[config.mk]
export PLATFORM = sky130hd
export DESIGN_NAME = sat_alu
export DESIGN_NICKNAME = d
export VERILOG_FILES = /design/src/rtl/sat_alu_pkg.sv /design/src/rtl/sat_addsub.sv /design/src/rtl/sat_unary.sv /design/src/rtl/sat_narrow.sv /design/src/rtl/sat_sticky.sv /design/src/rtl/sat_alu.sv
export SDC_FILE = /design/constraint.sdc
export NUM_CORES = 1
export LEC_CHECK = 0
export ABC_CLOCK_PERIOD_IN_PS = 5290
export BUFFER_PORTS_ARGS = -buffer_cell sky130_fd_sc_hd__buf_2
export CAP_MARGIN = 10
export CORE_UTILIZATION = 23
export DETAILED_ROUTE_END_ITERATION = 10
export PLACE_DENSITY_LB_ADDON = 0.1
export SLEW_MARGIN = 25
export SYNTH_ARGS = -nofsm -noshare
export SYNTH_HDL_FRONTEND = slang
export SYNTH_SLANG_ARGS = --single-unit
[constraint.sdc]
create_clock -name clk -period 5.29 [get_ports clk]
set_clock_uncertainty 0.05 [all_clocks]
set_input_delay 0 -clock clk [delete_from_list [all_inputs] [get_ports clk]]
set_output_delay 0 -clock clk [all_outputs]
set_load 0.005 [all_outputs]
[src/rtl/sat_alu_pkg.sv]
// Package: shared operation codes for the saturating arithmetic unit.
// Assumes a 4-bit opcode; codes 12..15 are unassigned and yield zero.
package sat_alu_pkg;

    typedef enum logic [3:0] {
        OP_SADD = 4'd0,
        OP_UADD = 4'd1,
        OP_SSUB = 4'd2,
        OP_USUB = 4'd3,
        OP_SABS = 4'd4,
        OP_SNEG = 4'd5,
        OP_NSS  = 4'd6,
        OP_NSU  = 4'd7,
        OP_NUS  = 4'd8,
        OP_NUU  = 4'd9,
        OP_SACC = 4'd10,
        OP_UACC = 4'd11
    } sat_op_e;

endpackage

[src/rtl/sat_addsub.sv]
// Module: sat_addsub
// Combinational add/subtract/accumulate with clamping on DATA_W-bit words.
// Assumes operands are full-width; produces zero and no saturation for
// opcodes it does not own.
module sat_addsub
    import sat_alu_pkg::*;
#(
    parameter int DATA_W = 64
) (
    input  sat_op_e             op,
    input  logic [DATA_W-1:0]   a,
    input  logic [DATA_W-1:0]   b,
    output logic [DATA_W-1:0]   res,
    output logic                sat
);

    localparam int MSB = DATA_W - 1;
    localparam logic [DATA_W-1:0] SMAX = {1'b0, {(DATA_W-1){1'b1}}};
    localparam logic [DATA_W-1:0] SMIN = {1'b1, {(DATA_W-1){1'b0}}};
    localparam logic [DATA_W-1:0] UMAX = {DATA_W{1'b1}};

    logic [DATA_W:0]   sum_c;
    logic [DATA_W-1:0] sum;
    logic              carry;
    logic [DATA_W-1:0] diff;
    logic              borrow;
    logic              add_sovf;
    logic              sub_sovf;

    // Shared adder and subtractor with carry/borrow extraction.
    always_comb begin
        sum_c  = {1'b0, a} + {1'b0, b};
        sum    = sum_c[DATA_W-1:0];
        carry  = sum_c[DATA_W];
        diff   = a - b;
        borrow = (a < b);
    end

    // Signed overflow detection from operand and result sign bits.
    always_comb begin
        add_sovf = ~(a[MSB] ^ b[MSB]) & (a[MSB] ^ sum[MSB]);
        sub_sovf =  (a[MSB] ^ b[MSB]) & (a[MSB] ^ diff[MSB]);
    end

    // Per-operation result selection and clamping.
    always_comb begin
        res = '0;
        sat = 1'b0;
        case (op)
            OP_SADD: begin
                if (add_sovf) begin
                    res = a[MSB] ? SMIN : SMAX;
                    sat = 1'b1;
                end else begin
                    res = sum;
                end
            end
            OP_SSUB: begin
                if (sub_sovf) begin
                    res = a[MSB] ? SMIN : SMAX;
                    sat = 1'b1;
                end else begin
                    res = diff;
                end
            end
            OP_UADD: begin
                if (carry) begin
                    res = UMAX;
                    sat = 1'b1;
                end else begin
                    res = sum;
                end
            end
            OP_USUB: begin
                if (borrow) begin
                    res = '0;
                    sat = 1'b1;
                end else begin
                    res = diff;
                end
            end
            OP_SACC: begin
                // unsigned a + signed b -> signed result
                if (!a[MSB]) begin
                    if (!b[MSB] && sum[MSB]) begin
                        res = SMAX;
                        sat = 1'b1;
                    end else begin
                        res = sum;
                    end
                end else if (!b[MSB]) begin
                    res = SMAX;
                    sat = 1'b1;
                end else if (sum[MSB]) begin
                    res = SMAX;
                    sat = 1'b1;
                end else begin
                    res = sum;
                end
            end
            OP_UACC: begin
                // signed a + unsigned b -> unsigned result
                if (!a[MSB]) begin
                    if (carry) begin
                        res = UMAX;
                        sat = 1'b1;
                    end else begin
                        res = sum;
                    end
                end else if (b[MSB]) begin
                    res = sum;
                end else if (sum[MSB]) begin
                    res = '0;
                    sat = 1'b1;
                end else begin
                    res = sum;
                end
            end
            default: begin
                res = '0;
                sat = 1'b0;
            end
        endcase
    end

endmodule

[src/rtl/sat_unary.sv]
// Module: sat_unary
// Absolute value and negation with a clamp on the most negative value.
// Assumes two's complement DATA_W-bit input; non-owned opcodes give zero.
module sat_unary
    import sat_alu_pkg::*;
#(
    parameter int DATA_W = 64
) (
    input  sat_op_e             op,
    input  logic [DATA_W-1:0]   a,
    output logic [DATA_W-1:0]   res,
    output logic                sat
);

    localparam int MSB = DATA_W - 1;
    localparam logic [DATA_W-1:0] SMAX = {1'b0, {(DATA_W-1){1'b1}}};
    localparam logic [DATA_W-1:0] SMIN = {1'b1, {(DATA_W-1){1'b0}}};

    logic              is_min;
    logic [DATA_W-1:0] neg_a;

    // Detect the unrepresentable magnitude and form the negation.
    always_comb begin
        is_min = (a == SMIN);
        neg_a  = '0 - a;
    end

    // Select absolute value or negation, clamping the minimum.
    always_comb begin
        res = '0;
        sat = 1'b0;
        if (op == OP_SABS || op == OP_SNEG) begin
            if (is_min) begin
                res = SMAX;
                sat = 1'b1;
            end else if (op == OP_SNEG) begin
                res = neg_a;
            end else begin
                res = a[MSB] ? neg_a : a;
            end
        end
    end

endmodule

[src/rtl/sat_narrow.sv]
// Module: sat_narrow
// Clamps a DATA_W-bit value into an element of 8 << size bits, with
// signed or unsigned source and destination picked by the opcode.
// Assumes the widest element (8 << (2^SIZE_W - 1)) does not exceed DATA_W.
module sat_narrow
    import sat_alu_pkg::*;
#(
    parameter int DATA_W = 64,
    parameter int SIZE_W = 2
) (
    input  sat_op_e             op,
    input  logic [SIZE_W-1:0]   size,
    input  logic [DATA_W-1:0]   a,
    output logic [DATA_W-1:0]   res,
    output logic                sat
);

    localparam int NUM_SIZES = 1 << SIZE_W;
    localparam int EXT_W     = DATA_W + 2;

    logic signed [EXT_W-1:0] hi_s [NUM_SIZES];
    logic signed [EXT_W-1:0] lo_s [NUM_SIZES];
    logic signed [EXT_W-1:0] hi_u [NUM_SIZES];

    // Limit table: one signed/unsigned bound set per element-size code.
    for (genvar g = 0; g < NUM_SIZES; g++) begin : g_lim
        localparam int EW = 8 << g;
        assign hi_s[g] = (EXT_W'(1) << (EW - 1)) - EXT_W'(1);
        assign lo_s[g] = EXT_W'(0) - (EXT_W'(1) << (EW - 1));
        assign hi_u[g] = (EXT_W'(1) << EW) - EXT_W'(1);
    end

    logic                    owned;
    logic                    src_signed;
    logic                    dst_signed;
    logic signed [EXT_W-1:0] src_ext;
    logic signed [EXT_W-1:0] hi;
    logic signed [EXT_W-1:0] lo;
    logic signed [EXT_W-1:0] clamped;
    logic                    unused_hi;

    // Decode source/destination signedness from the opcode.
    always_comb begin
        owned      = (op == OP_NSS) || (op == OP_NSU) ||
                     (op == OP_NUS) || (op == OP_NUU);
        src_signed = (op == OP_NSS) || (op == OP_NSU);
        dst_signed = (op == OP_NSS) || (op == OP_NUS);
    end

    // Extend the source and pick the bounds for this element size.
    always_comb begin
        src_ext = src_signed ? {{2{a[DATA_W-1]}}, a} : {2'b00, a};
        hi      = dst_signed ? hi_s[size] : hi_u[size];
        lo      = dst_signed ? lo_s[size] : '0;
    end

    // Clamp against the bounds and report saturation.
    always_comb begin
        clamped = src_ext;
        sat     = 1'b0;
        if (owned) begin
            if (src_ext > hi) begin
                clamped = hi;
                sat     = 1'b1;
            end else if (src_ext < lo) begin
                clamped = lo;
                sat     = 1'b1;
            end
        end
        res       = owned ? clamped[DATA_W-1:0] : '0;
        unused_hi = ^clamped[EXT_W-1:DATA_W];
    end

endmodule

[src/rtl/sat_sticky.sv]
// Module: sat_sticky
// Cumulative saturation flag: set by any reported clamp, cleared only by
// an explicit strobe; a set in the same cycle as a clear wins.
module sat_sticky (
    input  logic clk,
    input  logic rst_n,
    input  logic set_i,
    input  logic clr_i,
    output logic flag_o
);

    // Flag register with set-over-clear priority.
    always_ff @(posedge clk) begin
        if (!rst_n) begin
            flag_o <= 1'b0;
        end else if (set_i) begin
            flag_o <= 1'b1;
        end else if (clr_i) begin
            flag_o <= 1'b0;
        end
    end

    // the flag is not lost without a clear
    a_r9_flag_sticky: assert property (@(posedge clk) disable iff (!rst_n)
        (flag_o && !clr_i) |=> flag_o);

    // a clear with no concurrent clamp empties the flag
    a_r10_clear_only: assert property (@(posedge clk) disable iff (!rst_n)
        (clr_i && !set_i) |=> !flag_o);

    // a clamp always leaves the flag set, clear or not
    a_r10_set_wins: assert property (@(posedge clk) disable iff (!rst_n)
        set_i |=> flag_o);

endmodule

[src/rtl/sat_alu.sv]
// Module: sat_alu (top)
// Saturating integer unit: dispatches one operation per valid cycle to the
// add/sub, unary and narrowing datapaths, registers the result with one
// cycle of latency, and maintains a sticky saturation flag.
// Assumes DATA_W = 64 with a 2-bit element-size code for full coverage.
module sat_alu
    import sat_alu_pkg::*;
#(
    parameter int DATA_W = 64,
    parameter int SIZE_W = 2,
    parameter int OP_W   = 4
) (
    input  logic              clk,
    input  logic              rst_n,
    input  logic              in_valid,
    input  logic [OP_W-1:0]   op,
    input  logic [SIZE_W-1:0] elem_size,
    input  logic [DATA_W-1:0] opa,
    input  logic [DATA_W-1:0] opb,
    input  logic              sat_clr,
    output logic              out_valid,
    output logic [DATA_W-1:0] out_result,
    output logic              sat_flag
);

    sat_op_e           op_e;
    logic [DATA_W-1:0] as_res;
    logic              as_sat;
    logic [DATA_W-1:0] un_res;
    logic              un_sat;
    logic [DATA_W-1:0] nw_res;
    logic              nw_sat;
    logic [DATA_W-1:0] sel_res;
    logic              sel_sat;
    logic              op_known;

    assign op_e = sat_op_e'(op);

    sat_addsub #(.DATA_W(DATA_W)) u_addsub (
        .op  (op_e),
        .a   (opa),
        .b   (opb),
        .res (as_res),
        .sat (as_sat)
    );

    sat_unary #(.DATA_W(DATA_W)) u_unary (
        .op  (op_e),
        .a   (opa),
        .res (un_res),
        .sat (un_sat)
    );

    sat_narrow #(.DATA_W(DATA_W), .SIZE_W(SIZE_W)) u_narrow (
        .op   (op_e),
        .size (elem_size),
        .a    (opa),
        .res  (nw_res),
        .sat  (nw_sat)
    );

    // Route the owning datapath's result and clamp indication.
    always_comb begin
        sel_res  = '0;
        sel_sat  = 1'b0;
        op_known = 1'b1;
        case (op_e)
            OP_SADD, OP_UADD, OP_SSUB, OP_USUB, OP_SACC, OP_UACC: begin
                sel_res = as_res;
                sel_sat = as_sat;
            end
            OP_SABS, OP_SNEG: begin
                sel_res = un_res;
                sel_sat = un_sat;
            end
            OP_NSS, OP_NSU, OP_NUS, OP_NUU: begin
                sel_res = nw_res;
                sel_sat = nw_sat;
            end
            default: begin
                op_known = 1'b0;
            end
        endcase
    end

    // Result register: one cycle latency, holds while idle.
    always_ff @(posedge clk) begin
        if (!rst_n) begin
            out_valid  <= 1'b0;
            out_result <= '0;
        end else begin
            out_valid <= in_valid;
            if (in_valid) begin
                out_result <= sel_res;
            end
        end
    end

    sat_sticky u_sticky (
        .clk    (clk),
        .rst_n  (rst_n),
        .set_i  (in_valid && sel_sat),
        .clr_i  (sat_clr),
        .flag_o (sat_flag)
    );

    // valid is delayed by exactly one cycle
    a_r11_valid_follows: assert property (@(posedge clk) disable iff (!rst_n)
        in_valid |=> out_valid);
    a_r11_idle_follows: assert property (@(posedge clk) disable iff (!rst_n)
        !in_valid |=> !out_valid);

    // result holds while no operation is accepted
    a_r11_hold_result: assert property (@(posedge clk) disable iff (!rst_n)
        !in_valid |=> $stable(out_result));

    // an absolute value never comes out negative
    a_r6_abs_nonneg: assert property (@(posedge clk) disable iff (!rst_n)
        (in_valid && op_e == OP_SABS) |=> !out_result[DATA_W-1]);

    // unsigned underflow yields zero and raises the flag
    a_r5_usub_floor: assert property (@(posedge clk) disable iff (!rst_n)
        (in_valid && op_e == OP_USUB && (opa < opb)) |=>
        (out_result == '0) && sat_flag);

    // unassigned opcodes produce zero
    a_r13_unknown_zero: assert property (@(posedge clk) disable iff (!rst_n)
        (in_valid && !op_known) |=> (out_result == '0));

endmodule

# After elaboration in Yosys (flattened, before gate mapping)
# Index checks and enable logic that the tools add are counted.
# op_classes
eq_ne,12
reduce_logical,13
n_div,0
magnitude_cmp,4
mul,0
addsub,3
bitwise,7
n_mux,52
n_shift,0
# ops
cell,n
$mux 64,17
$mux 66,9
$bmux 66 s2,3
$pmux 64 s6,1
$pmux 64 s3,1
$mux 63,2
$gt 66x66->1,1
$lt 66x66->1,1
$add 64x64->65,1
$eq 64x64->1 const B,1
$lt 64x64->1,1
$sub 1x64->64 const A,1
$sub 64x64->64,1
$mux 1,17
$eq 4x3->1 const B,4
$eq 4x4->1 const B,4
$eq 4x2->1 const B,2
$pmux 1 s6,1
$reduce_or 6->1,1
$logic_or 1x1->1,5
$eq 4x1->1 const B,1
$logic_not 4->1,1
$reduce_or 4->1,1
$ge 3x3->1 const B,1
other kinds (9),13
# totals
reg_bits,66
word_cells,94
n_memories,0
inputBits,138
latch_bits,0
rom_bits,0
ram_bits,0

# Logic depth before layout (Yosys ltp)
# logic_depth
ltp_word,12
depth_mapped,24

# By module
# From an unflattened synthesis, not the netlist that was laid out.
# hier_totals
hier_cells,3123
hier_area_um2,21833.4
# by_module_without_submodules
module,cells_per_inst,area_per_inst_um2,n_inst,seq_area_each_um2
sat_addsub,1701,10681.5,1,0.0
sat_alu,674,5711.7,1,1301.2
sat_narrow,439,3418.3,1,0.0
sat_unary,306,1980.6,1,0.0
sat_sticky,3,41.3,1,20.0

# Worst setup path before layout
# Ideal clock, no wire load.
# synth_path
path_kind,input port to flip-flop
start,in opb[2]
end,reg out_result[49]
arrival_ps,4630
n_path_buf,2
setup_slack_ps,478
setup_ps,132
stages,21
path_cell_list,inv_1 > ha_1 > buf_2 > nand2b_1 > o311ai_0 > a2111oi_2 > nand4_1 > a31oi_1 > nor3_1 > o31a_1 > nor2b_1 > nor2_1 > o21ai_0 > fa_1 > nor2_1 > o21ai_1 > nor3_1 > clkbuf_1 > nor2_1 > a2111oi_0 > a31oi_1
# synth_via
elab_chain_cells,6
word_cells_on_any_way,21
classes_between,add/sub: 2; order compare: 1; mux: 13; bitwise: 4; reduce/logical: 1
# synth_lines
item,line_no,text
from (decl),sat_alu.sv:19,"input logic [DATA_W-1:0] opb,"
$add 64x64->65 or $sub 64x64->64 (tied branches),"sat_addsub.sv:32, sat_addsub.sv:35",
"$mux 63, or another cell as far along",sat_addsub.sv:112,end else if (sum[MSB]) begin
"$mux 64, or another cell as far along",sat_addsub.sv:110,end else if (b[MSB]) begin
$mux 64 (on tied branches),--,
$pmux 64 s6 *,sat_addsub.sv:49,case (op)
$pmux 64 s3 *,sat_alu.sv:67,case (op_e)
to (signal assigned),sat_alu.sv:94,out_result <= sel_res;
to (decl),sat_alu.sv:22,"output logic [DATA_W-1:0] out_result,"
# Every way passes the cells marked *; elsewhere a longest branch is shown, timed or not.
# A chain may end at the register's enable or synchronous reset.

# Worst setup path in the final report
# layout_path
start,in opa[4]
end,reg out_result[18]
# layout_via
elab_chain_cells,6
word_cells_on_any_way,33
classes_between,add/sub: 3; order compare: 3; eq/ne: 1; mux: 21; bitwise: 4; reduce/logical: 1
# layout_lines
item,line_no,text
from (decl),sat_alu.sv:18,"input logic [DATA_W-1:0] opa,"
"$add 64x64->65, or another cell as far along",sat_addsub.sv:32,"sum_c = {1'b0, a} + {1'b0, b};"
"$mux 63, or another cell as far along",sat_addsub.sv:112,
"$mux 64, or another cell as far along",sat_addsub.sv:110,
"$mux 64, or another cell as far along",sat_addsub.sv:103,if (!a[MSB]) begin
"$pmux 64 s6, or another cell as far along",sat_addsub.sv:49,
$pmux 64 s3 *,sat_alu.sv:67,
# Marked as above.

==> summary.txt <==
Clock tree
  • Clock-pin transition on the worst setup and hold timing paths: 70 ps
  • Sink Count: 66
  • CTS tree: built
  • Worst-case clock buffer depth: 2
  • Cts bufs inserted: 9
  • Clock Latency Late Sink: 360 ps
  • Setup bufs post-CTS: 0
  • Number of H-tree levels: 3
  • Clock Root Buffer: clkbuf_16

Yosys
  • Synth Flop Type: dfxtp_1
  • Synth Warn #: 0
  • Synthesized net count: 2893
  • Synth top area share: 18.0%
  • Cell taking the most area after synthesis: ha_1
  • Post-synth EDFFs: 0
  • Most common cell in the netlist: a21oi_1
  • Syn avg cell area: 6.78 um2
  • Unique masters post-synth: 90
  • FF+latch count, synth: 66
  • Sequential cell area fraction in the yosys report: 7.78%
  • Post-Syn Instances: 2507
  • Commonest cells in the synthesized netlist: 278 x a21oi_1, 244 x ha_1, 227 x o21ai_0, 208 x nor2_1, 183 x nand2_1
  • Mapped Area: 17000 um2
  • Post-synth ARST share: 0%
  • Top cells by area, synth: ha_1 18%, a21oi_1 8.2%, dfxtp_1 7.8%

Setup path
  • Setup crit end kind: flop
  • Critical path required time: 5490 ps
  • CP Data Arrival Time: 5280 ps
  • CP Class: in -> reg
  • Kind of start point of the critical path: input pin
  • Crit Path Max Fanout: 8

Power and ir drop
  • Leak Pwr: 9.34 nW
  • Pwr/cell area: 173 nW/um2
  • VDD IR max: 0.172 mV

Cells and area
  • Cell area after layout: 21800 um2
  • Layout cells sized above 1: 20.8%
  • Final nets: 3304
  • Antenna diodes: 0
  • P&R area growth vs syn: 28.1%

STA
  • F_max: 197 MHz
  • Slew Limit Headroom: 40.9%
  • Max-slew violation count: 0
  • Ratio of final minimum period to clock period: 96.1%
  • RSZ-0062 raised after global routing: no
  • Hold Violations, Final: 0
  • Minimum clock period: 5080 ps
  • Final setup violation count: 0
  • Worst-Margin Slew: 878 ps
  • Final hold slack: 68.3 ps

Floorplanning
  • Starting Density: 23.3%
  • Vert. Die Dim: 274 um
  • Die area: 74900 um2
  • I/O pins: 204
  • Die W: 274 um
  • Row Count: 99
  • Core area: 73000 um2

Global routing
  • Total grt overflow: 0
  • Initial antenna violation count: 0
  • Routing usage on met1: 34.5%
  • Vias in the first global route: 21300
  • First-pass GRT wire length: 146 mm
  • Met2 usage: 44.8%
  • Total GRT Usage: 26.2%
  • Most used routing layer: met2
  • GR Util met3: 2.31%
  • Largest net degree at the start of global routing: 38

Routing
  • DRC errors left: 0
  • Post-DRT Antenna Nets: 0
  • Wire per inst: 25.9 um
  • Final WL: 101 mm
  • Drt first pass iters: 5
  • Via density: 5.57
  • Total number of vias: 21600
  • Initial drt markers: 1762

Status
  • Status: complete, no violations

Placement
  • Placed Area: 21300 um2
  • Routability Congestion: 0.952
  • HPWL after DPL: 83.4 mm
  • Port Buf Inserts: 203

Min path
  • Min-Delay Path Class: in -> reg

Flow run
  • Max_cap viols: 0
[layer usage]
| metal | up-vias | part of all wire (%) |
|---|---|---|
| li1 | 10200 | - |
| met1 | 10500 | 44 |
| met2 | 749 | 48 |
| met3 | 130 | 4.6 |
| met4 | 0 | 3.1 |
| met5 | - | 0 |
[flip-flops by register name, indices dropped and copies added (netlist names)]
signal	count
u_sticky.flag_o	1
out_valid	1
out_result	64
[where the power goes]
part           internal, mW  switching, mW  total, mW
logic                 0.940           1.50       2.44
registers             0.539         0.0494      0.589
clock network         0.440          0.295      0.734
total                  1.92           1.84       3.76
[cell type report]
cell class / instances / area [um2]
Fill cell: 8149 / 51200
Multi-Input combinational cell: 2159 / 14700
Timing Repair Buffer: 535 / 3640
Sequential cell: 66 / 1320
Tap cell: 959 / 1200
Inverter: 147 / 552
Clock buffer: 12 / 256
Clock inverter: 4 / 73.8
[layout by cell type, fill, tap and decap left out, drive strengths merged, types with 14 or more instances in the layout]
| master | count |
|---|---|
| o21ai | 232 |
| a21o | 34 |
| o22ai | 26 |
| o31ai | 48 |
| dfxtp | 66 |
| or3 | 20 |
| a41oi | 16 |
| a221oi | 27 |
| nor2 | 209 |
| a21oi | 278 |
| xor2 | 25 |
| o211ai | 24 |
| nor2b | 62 |
| nand2 | 184 |
| nand3 | 64 |
| ha | 244 |
| a31oi | 48 |
| o41ai | 15 |
| nor4 | 53 |
| buf | 533 |
| nand4 | 53 |
| a22o | 14 |
| a2111oi | 20 |
| or4 | 16 |
| o21bai | 46 |
| a211oi | 22 |
| nor3 | 66 |
| and3 | 18 |
| and2 | 17 |
| o21a | 18 |
| inv | 143 |
| xnor2 | 91 |
| nand2b | 25 |
[logic make-up (layout without fill, tap and decap cells)]
kind of cell	Yosys count	in the layout	share of synthesized area, %
buffers and inverters	282	698	6.61
adders and majority gates	249	249	18.5
AOI/OAI and AO/OA	967	967	36.4
xor gates and xnor gates	116	116	6.03
muxes	9	9	0.530
DFF	66	66	7.78
and+or+nand+nor	818	818	24.1
[worst paths after layout]
kind | start | end | slack, ps | cells after the start
worst max-delay path | opa[4] | out_result[18] | 210 | 22
worst min-delay path | opa[12] | out_result[12] | 70 | 4
worst max register to register | out_result[63] | out_result[63] | 3670 | 7
worst min register to register | out_result[0] | out_result[0] | 430 | 1
[stage by stage]
stage | TNS (ps) | setup slack, ps | power (mW) | cells | util (%)
final | 0 | 209 | 3.76 | 3882 | 29.8
after global routing | 0 | 1.70 | 3.98 | 3882 | 29.8
after CTS | 0 | 77.0 | 3.74 | 3882 | 29.7
after detailed placement | -71420 | -1330 | 2.99 | 3864 | 29.2
after global placement | -73990 | -1340 | 2.98 | 3864 | 29.2
after floorplan | 0 | 478 | 1.87 | 2507 | -
[worst max-delay path: stages]
cell and delay [ps]:
buf_2 110, ha_1 300, buf_4 170, and2_1 190, a221o_1 420, o2111ai_2 310
a21oi_1 120, buf_4 170, o21ai_2 340, o21a_2 310, o41ai_4 130, a31oi_1 300
o21ai_2 140, fa_1 470, nand2b_1 180, o21a_1 240, a211o_1 440, buf_4 220
nand2_1 50, o211ai_1 80, a2111oi_0 430, o21ai_0 120
[repair_timing]
item | in CTS | in global routing
endpoints found under the setup margin | 64 | 49
hold endpoints to repair | 3 | 0
hold buffers | 2 | 0
gates resized for setup | 10 | 14
(Power assumes the default switching activity.)
